### src/rtl/sdh_evt_pkg.sv
package sdh_evt_pkg;
  // Sticky event count and source count (card change is generated inside)
  localparam int EVT_W   = 11;
  localparam int SRC_W   = 10;
  // Bit positions that software decodes
  localparam int CHG_BIT = 10;
  localparam int CD_BIT  = 11;
  localparam int WP_BIT  = 12;
  // Word addresses of the register port
  localparam int ADR_STATUS = 0;
  localparam int ADR_CLEAR  = 1;
  localparam int ADR_MASK   = 2;
endpackage

### src/rtl/sdh_level_sync.sv
module sdh_level_sync #(
  parameter int   STAGES  = 2,
  parameter logic RST_VAL = 1'b0
) (
  input  logic clk,
  input  logic rst,
  input  logic d_i,
  output logic q_o
);
  logic [STAGES-1:0] chain;

  always_ff @(posedge clk) begin
    if (rst) begin
      chain <= {STAGES{RST_VAL}};
    end else begin
      chain[0] <= d_i;
      for (int i = 1; i < STAGES; i++) chain[i] <= chain[i-1];
    end
  end

  assign q_o = chain[STAGES-1];
endmodule

### src/rtl/sdh_cd_watch.sv
module sdh_cd_watch #(
  parameter int SYNC_STAGES = 2
) (
  input  logic clk,
  input  logic rst,
  input  logic cd_pin_i,
  output logic cd_lvl_o,
  output logic chg_o
);
  logic cd_prev;

  // No card is assumed while the chain fills after reset
  sdh_level_sync #(.STAGES(SYNC_STAGES), .RST_VAL(1'b1)) u_cd_sync (
    .clk (clk),
    .rst (rst),
    .d_i (cd_pin_i),
    .q_o (cd_lvl_o)
  );

  always_ff @(posedge clk) begin
    if (rst) cd_prev <= 1'b1;
    else     cd_prev <= cd_lvl_o;
  end

  assign chg_o = cd_lvl_o ^ cd_prev;

  // either edge of the synchronized level flags a change
  p_edge_flag_r3: assert property (@(posedge clk) disable iff (rst)
    ($rose(cd_lvl_o) || $fell(cd_lvl_o)) |-> chg_o);
  // a steady level raises no change
  p_no_edge_quiet_r3: assert property (@(posedge clk) disable iff (rst)
    $stable(cd_lvl_o) |-> !chg_o);
endmodule

### src/rtl/sdh_sticky_bank.sv
module sdh_sticky_bank #(
  parameter int W = 11
) (
  input  logic         clk,
  input  logic         rst,
  input  logic [W-1:0] set_i,
  input  logic [W-1:0] clr_i,
  output logic [W-1:0] st_o
);
  for (genvar b = 0; b < W; b++) begin : g_bit
    always_ff @(posedge clk) begin
      if (rst)           st_o[b] <= 1'b0;
      else if (set_i[b]) st_o[b] <= 1'b1;   // set beats clear
      else if (clr_i[b]) st_o[b] <= 1'b0;
    end

    // a set always lands, even with a clear in the same cycle
    p_set_wins_r6: assert property (@(posedge clk) disable iff (rst)
      set_i[b] |=> st_o[b]);
    // a clear without a set empties the bit
    p_clear_r5: assert property (@(posedge clk) disable iff (rst)
      (clr_i[b] && !set_i[b]) |=> !st_o[b]);
    // with no set and no clear the bit holds
    p_hold_r2: assert property (@(posedge clk) disable iff (rst)
      (!clr_i[b] && !set_i[b]) |=> $stable(st_o[b]));
  end
endmodule

### src/rtl/sdh_irq_reduce.sv
module sdh_irq_reduce #(
  parameter int W = 11
) (
  input  logic         clk,
  input  logic         rst,
  input  logic [W-1:0] st_i,
  input  logic [W-1:0] mask_i,
  output logic         irq_o
);
  logic [W-1:0] hit;

  assign hit = st_i & mask_i;

  always_ff @(posedge clk) begin
    if (rst) irq_o <= 1'b0;
    else     irq_o <= |hit;
  end

  // an enabled pending event raises the line a cycle later
  p_irq_follow_r8: assert property (@(posedge clk) disable iff (rst)
    (|(st_i & mask_i)) |=> irq_o);
  // no enabled pending event drops the line a cycle later
  p_irq_quiet_r8: assert property (@(posedge clk) disable iff (rst)
    !(|(st_i & mask_i)) |=> !irq_o);
  // an all-zero mask keeps the line low
  p_mask_zero_r8: assert property (@(posedge clk) disable iff (rst)
    (mask_i == '0) |=> !irq_o);
endmodule

### src/rtl/sdh_evt_status_unit.sv
module sdh_evt_status_unit
  import sdh_evt_pkg::*;
#(
  parameter int DATA_W      = 32,
  parameter int ADDR_W      = 2,
  parameter int SYNC_STAGES = 2
) (
  input  logic              clk,
  input  logic              rst,
  input  logic [SRC_W-1:0]  evt_i,
  input  logic              cd_pin_i,
  input  logic              wp_pin_i,
  input  logic              reg_wr_i,
  input  logic              reg_rd_i,
  input  logic [ADDR_W-1:0] reg_addr_i,
  input  logic [DATA_W-1:0] reg_wdata_i,
  output logic [DATA_W-1:0] reg_rdata_o,
  output logic              irq_o
);
  localparam logic [ADDR_W-1:0] A_STATUS = ADDR_W'(ADR_STATUS);
  localparam logic [ADDR_W-1:0] A_CLEAR  = ADDR_W'(ADR_CLEAR);
  localparam logic [ADDR_W-1:0] A_MASK   = ADDR_W'(ADR_MASK);

  logic              cd_lvl, wp_lvl, cd_chg;
  logic [EVT_W-1:0]  set_vec, clr_vec, sticky, mask_q;
  logic [DATA_W-1:0] status_word;
  logic              unused_wdata_hi;

  assign unused_wdata_hi = ^reg_wdata_i[DATA_W-1:EVT_W];

  sdh_cd_watch #(.SYNC_STAGES(SYNC_STAGES)) u_cd_watch (
    .clk      (clk),
    .rst      (rst),
    .cd_pin_i (cd_pin_i),
    .cd_lvl_o (cd_lvl),
    .chg_o    (cd_chg)
  );

  sdh_level_sync #(.STAGES(SYNC_STAGES), .RST_VAL(1'b0)) u_wp_sync (
    .clk (clk),
    .rst (rst),
    .d_i (wp_pin_i),
    .q_o (wp_lvl)
  );

  assign set_vec = {cd_chg, evt_i};
  assign clr_vec = (reg_wr_i && reg_addr_i == A_CLEAR) ? reg_wdata_i[EVT_W-1:0] : '0;

  sdh_sticky_bank #(.W(EVT_W)) u_sticky (
    .clk   (clk),
    .rst   (rst),
    .set_i (set_vec),
    .clr_i (clr_vec),
    .st_o  (sticky)
  );

  always_ff @(posedge clk) begin
    if (rst)                                  mask_q <= '0;
    else if (reg_wr_i && reg_addr_i == A_MASK) mask_q <= reg_wdata_i[EVT_W-1:0];
  end

  sdh_irq_reduce #(.W(EVT_W)) u_irq (
    .clk    (clk),
    .rst    (rst),
    .st_i   (sticky),
    .mask_i (mask_q),
    .irq_o  (irq_o)
  );

  always_comb begin
    status_word              = '0;
    status_word[EVT_W-1:0]   = sticky;
    status_word[CD_BIT]      = cd_lvl;
    status_word[WP_BIT]      = wp_lvl;
  end

  always_ff @(posedge clk) begin
    if (rst) begin
      reg_rdata_o <= '0;
    end else if (reg_rd_i) begin
      if (reg_addr_i == A_STATUS)    reg_rdata_o <= status_word;
      else if (reg_addr_i == A_MASK) reg_rdata_o <= DATA_W'(mask_q);
      else                           reg_rdata_o <= '0;
    end
  end

  // a mask write is what the mask holds next cycle
  p_mask_write_r7: assert property (@(posedge clk) disable iff (rst)
    (reg_wr_i && reg_addr_i == A_MASK) |=> (mask_q == $past(reg_wdata_i[EVT_W-1:0])));
  // the clear word reads back as zero
  p_clear_read_zero_r9: assert property (@(posedge clk) disable iff (rst)
    (reg_rd_i && reg_addr_i == A_CLEAR) |=> (reg_rdata_o == '0));
  // the live write-protect bit in a status read matches the synchronizer
  p_wp_live_r4: assert property (@(posedge clk) disable iff (rst)
    (reg_rd_i && reg_addr_i == A_STATUS) |=> (reg_rdata_o[WP_BIT] == $past(wp_lvl)));
endmodule

### config.mk
export PLATFORM = sky130hd
export DESIGN_NAME = sdh_evt_status_unit
export DESIGN_NICKNAME = d
export VERILOG_FILES = /design/src/rtl/sdh_evt_pkg.sv /design/src/rtl/sdh_level_sync.sv /design/src/rtl/sdh_cd_watch.sv /design/src/rtl/sdh_sticky_bank.sv /design/src/rtl/sdh_irq_reduce.sv /design/src/rtl/sdh_evt_status_unit.sv
export SDC_FILE = /design/constraint.sdc
export NUM_CORES = 1
export LEC_CHECK = 0
export ABC_AREA = 1
export BUFFER_PORTS_ARGS = -buffer_cell sky130_fd_sc_hd__buf_2
export CAP_MARGIN = 25
export CORE_MARGIN = 1
export CORE_UTILIZATION = 51
export CTS_BUF_LIST = sky130_fd_sc_hd__clkbuf_16
export CTS_CLUSTER_DIAMETER = 100
export DETAILED_ROUTE_END_ITERATION = 7
export PLACE_DENSITY_LB_ADDON = 0.05
export SETUP_SLACK_MARGIN = 0.3
export SYNTH_ARGS = -nofsm -noshare
export SYNTH_HDL_FRONTEND = slang
export SYNTH_SLANG_ARGS = --single-unit
### constraint.sdc
create_clock -name clk -period 1.4 [get_ports clk]
set_input_delay 0.07 -clock clk [delete_from_list [all_inputs] [get_ports clk]]
set_output_delay 0.07 -clock clk [all_outputs]
set_load 0.02 [all_outputs]
# Yosys cells after proc, flatten, opt, wreduce, memory -nomap -nowiden
# Cells that the tools add are included.
[op_classes] n_mux=25 reduce_logical=15 bitwise=2 n_eq_ne=2
[op_table] cell="$mux W1" n=22
[op_table] cell="$mux W11" n=2
[op_table] cell="$reduce_bool A2 Y1" n=11
[op_table] cell="$mux W13" n=1
[op_table] cell="$and A11 B11 Y11" n=1
[op_table] cell="$reduce_or A11 Y1" n=1
[op_table] cell="$eq A2 B1 Y1 const B" n=1
[op_table] cell="$eq A2 B2 Y1 const B" n=1
[op_table] cell="$logic_and A1 B1 Y1" n=2
[op_table] cell="$logic_not A2 Y1" n=1
[op_table] cell="$xor A1 B1 Y1" n=1
[word_totals] elab_cells=61 regBits=60 output_inout_bits=33 inputBits=50

# Longest topological paths before layout
[logic_depth] word_depth=5 mapped_depth=7 mapped_depth_nobuf=6

# Hierarchy
# From an unflattened synthesis, not the netlist that was laid out.
[hier_totals] hier_cells=303 hier_area_um2=2104.5
[by_module_without_submodules] mod="sdh_evt_status_unit" cells_each=202 area_per_inst_um2=1383.8 seq_area_each_um2=480.5 instances=1
[by_module_without_submodules] mod="sdh_sticky_bank" cells_each=56 area_per_inst_um2=447.9 seq_area_each_um2=220.2 instances=1
[by_module_without_submodules] mod="sdh_irq_reduce" cells_each=25 area_per_inst_um2=113.9 seq_area_each_um2=20.0 instances=1
[by_module_without_submodules] mod="sdh_level_sync (u_cd_watch.u_cd_sync)" cells_each=7 area_per_inst_um2=58.8 seq_area_each_um2=40.0 instances=1
[by_module_without_submodules] mod="sdh_level_sync (u_wp_sync)" cells_each=6 area_per_inst_um2=55.1 seq_area_each_um2=40.0 instances=1
[by_module_without_submodules] mod="sdh_cd_watch" cells_each=7 area_per_inst_um2=45.0 seq_area_each_um2=20.0 instances=1

# Least setup slack after synthesis
# Ideal clock, no wire load.
[synth_timing] path_type="flip-flop to flip-flop" start="reg u_sticky.st_o[9]" end="reg u_irq.irq_o" t_arrival_ps=635 required_time_ps=1291 setup_ps=109 setup_slack_ps=656 n_path_buf=0 stages_incl_launch_ff=7 period_less_slack_ps=744 path_cell_list="dfxtp_1 -> nand2_1 -> nand2_1 -> nor2_1 -> nand3_1 -> nand2_1 -> inv_1"
[synth_between] elab_chain_len=2
[synth_lines] element="start, declared" line_no="sdh_sticky_bank.sv:8" source="output logic [W-1:0] st_o"
[synth_lines] element="start signal, assigned by index" line_no="sdh_sticky_bank.sv:12" source="if (rst) st_o[b] <= 1'b0;"
[synth_lines] element="start signal, assigned by index" line_no="sdh_sticky_bank.sv:13" source="else if (set_i[b]) st_o[b] <= 1'b1;"
[synth_lines] element="start signal, assigned by index" line_no="sdh_sticky_bank.sv:14" source="else if (clr_i[b]) st_o[b] <= 1'b0;"
[synth_lines] element="$and A11 B11 Y11" line_no="sdh_irq_reduce.sv:12" source="assign hit = st_i & mask_i;"
[synth_lines] element="$reduce_or A11 Y1" line_no="sdh_irq_reduce.sv:16" source="else irq_o <= |hit;"
[synth_lines] element="end signal, assigned" line_no="sdh_irq_reduce.sv:16"
[synth_lines] element="end, declared" line_no="sdh_irq_reduce.sv:8" source="output logic irq_o"
# No other way between the ends.
# A chain may end at the register's enable or synchronous reset.

# Worst setup path after layout
[layout_timing] start="reg u_sticky.st_o[1]" end="reg u_irq.irq_o"
# The elaborated chain is that of the path after synthesis.

==> results.py <==
metrics = {
    "floorplanning": {
        "fp.dieH_um": 63.39,
        "io_pins": 83,
        "die_width_um": 63.39,
        "fp.dieArea_um2": 4018,
        "core-area_um2": 3468,
        "rows": 21,
        "start_util": 0.5541,
    },
    "finish": {
        "fin_nets": 361,
        "fillCellCount": 351,
        "syn2layout_area_growth_pct": 16.08,
        "antenna_cells": 0,
        "mostFrequentLayoutCell": "nand2_1",
        "postLayoutCoreUtil": 0.6432,
        "layout_common_cells": "64 x nand2_1, 42 x buf_2, 41 x dfxtp_1, 40 x inv_1, 27 x nor2_1",
        "drive_gt1_frac": 0.2051,
    },
    "cts": {
        "cts-root-buf": "clkbuf_16",
        "clkLatencyLatePin_ns": 0.28,
        "post_cts_buffers": 0,
        "cts_tree": "done",
        "cts_sinks": 41,
        "cts_made_buffers": 5,
        "clock_path_buffers": 2,
        "htreeDepth": 2,
        "cts.clk_slew.worst_paths_ns": 0.06,
        "cts_resized": 0,
    },
    "synth": {
        "synth_seq_area_share": 0.4271,
        "synth_top_area_frac": 0.4271,
        "yosysTopAreaCell": "dfxtp_1",
        "ys_warn_count": 0,
        "netlist_area_um2": 1922,
        "ys_ff_latch": 41,
        "synth_area_leaders": "dfxtp_1 43%, nand2_1 13%, buf_4 8.6%",
        "syn_inst": 270,
        "avgSynthCellArea_um2": 7.118,
        "synth_cell_type_count": 18,
    },
    "setup_path": {
        "r2r-start": "u_sticky.st_o[1]",
        "cp_max_fo": 3,
        "crit_type": "reg2reg",
        "worstPathRequired_ns": 1.58,
        "end_kind": "flop",
        "r2r-end": "u_irq.irq_o",
        "cp_data_arrival_time_ns": 1.07,
        "r2r_cells": 6,
        "worst-r2r-setup-slack_ns": 0.51,
        "endpoint": "u_irq.irq_o",
        "startpoint": "u_sticky.st_o[1]",
        "worst_setup_path_start_kind": "flop",
    },
    "timing": {
        "rsz0062_at_grt": "false",
        "setup_tns_ns": 0,
        "max_freq_mhz": 1124,
        "period_share": 0.6355,
        "finalCriticalPeriod_ns": 0.8897,
        "final_max_slew_viol_count": 0,
        "final-setup-viol-count": 0,
        "hold_viol_final": 0,
        "fin_skew_ns": 0.002815,
    },
    "worst_hold_path": {
        "hold_path_class": "in2reg",
        "holdPathStages": 3,
    },
    "detailed_routing": {
        "routed_via_density": 4.603,
        "ant_nets": 0,
        "drc": 0,
        "vias": 1648,
        "drt_iter0_markers": 27,
        "drt-total-wl_um": 3737,
        "wl_per_cell_um": 10.44,
        "dr.pass1.iters": 4,
    },
    "power": {
        "leakagePower_nw": 1.182,
        "ir_drop_mv": 0.8525,
        "powerDensity_nw_per_um2": 1198,
    },
    "global_routing": {
        "grt_first_pass_wirelength_um": 6120,
        "antenna_found_initial": 0,
        "use_met2": 0.3218,
        "grt.met1_usage": 0.2537,
        "overflow": 0,
        "busiest_layer": "met2",
        "grt_start_max_net_pins": 31,
        "use_met3": 0.05435,
        "grt.total_usage": 0.1980,
        "grt_pass1_vias": 1377,
    },
    "placed_design": {
        "gp_congestion": 0.7396,
        "io_buffer_count": 42,
        "dp_hpwl_um": 2431,
    },
    "status": {
        "outcome": "finished, final reports clean",
    },
    "flow_run": {
        "maxCapViolations": 0,
    },
}
[power breakdown]
part | internal [W] | leakage, nW | switching, W
sequential | 0.00123 | 0.338 | 0.0000415
combinational | 0.000124 | 0.766 | 0.000227
clock | 0.000640 | 0.0776 | 0.000409
total | 0.00200 | 1.18 | 0.000678
[per-layer routing]
metal  wire length (um)  vias to the layer above
met1               1846                      725
met3                155                        5
met4                 35                        0
met5                  0                        -
li1                   -                      869
met2               1700                       49
[layout make-up]
cell class                 count  area (um^2)  share of cell area
clock inverter                 3        11.26            0.005048
sequential                    41        820.8              0.3679
multi-input combinational    177        800.8              0.3589
timing repair buffer          48        272.8              0.1223
tap                           46        57.56             0.02580
clock buffer                   5        125.1             0.05609
inverter                      38        142.6             0.06394
[cell families (layout without fill, tap and decap cells)]
| group | Yosys count | after routing | synth area share |
|---|---|---|---|
| other | 1 | 19 | 0.001951 |
| flip-flops | 41 | 41 | 0.4271 |
| buffers and inverters | 70 | 94 | 0.1914 |
| AND/OR/NAND/NOR | 120 | 120 | 0.2591 |
| AO/OA/AOI/OAI | 37 | 37 | 0.1159 |
| XOR/XNOR | 1 | 1 | 0.004558 |
[cells in the mapped netlist]
cell and number:
buf_6 2, conb_1 1, inv_2 1, nor2_4 1, dfxtp_1 41, a21oi_1 24, buf_2 6, inv_1 37
nor2_1 27, o21ai_2 10, or2_1 3, o21ai_1 3, nand2_1 64, clkbuf_1 2, nor2_2 1, xnor2_1 1
nand3_1 24, buf_4 22
[flip-flops by register name, indices dropped and copies added, names as in the netlist]
register / flops
u_wp_sync.chain: 2
u_sticky.st_o: 11
u_cd_watch.u_cd_sync.chain: 2
u_cd_watch.cd_prev: 1
u_irq.irq_o: 1
reg_rdata_o: 13
mask_q: 11
[how the worst min path moves through the flow]
stage / from / to
after detailed placement: cd_pin_i / u_cd_watch.u_cd_sync.chain[0]
after global placement: cd_pin_i / u_cd_watch.u_cd_sync.chain[0]
after global routing: evt_i[0] / u_sticky.st_o[0]
final: evt_i[9] / u_sticky.st_o[9]
after floorplan: cd_pin_i / u_cd_watch.u_cd_sync.chain[0]
after CTS: evt_i[0] / u_sticky.st_o[0]
[timing repair]
action | CTS | global route
endpoints found under the setup margin | 0 | 0
hold endpoints to repair | 2 | 0
hold buffers | 2 | 0
[worst max-delay path, stage by stage, from the launching register on]
cell	delay [ns]
dfxtp_1	0.34
nand2_1	0.08
nand2_1	0.06
nor2_1	0.11
nand3_1	0.11
nand2_1	0.07
inv_1	0.03
[stage by stage]
| step | hold slack (ns) | power (W) | area, um^2 | cells | setup WS [ns] |
|---|---|---|---|---|---|
| after CTS | 0.02177 | 0.002694 | 2231 | 358 | 0.5088 |
| final | 0.02577 | 0.002673 | 2231 | 358 | 0.5103 |
| after global routing | 0.02475 | 0.002782 | 2231 | 358 | 0.3853 |
| after floorplan | 0.1671 | 0.001581 | 1989 | 288 | 0.6558 |
| after detailed placement | 0.2504 | 0.001645 | 2074 | 348 | 0.3968 |
| after global placement | 0.2466 | 0.001641 | 2074 | 348 | 0.4095 |
Power figures use the tool's default switching activity.
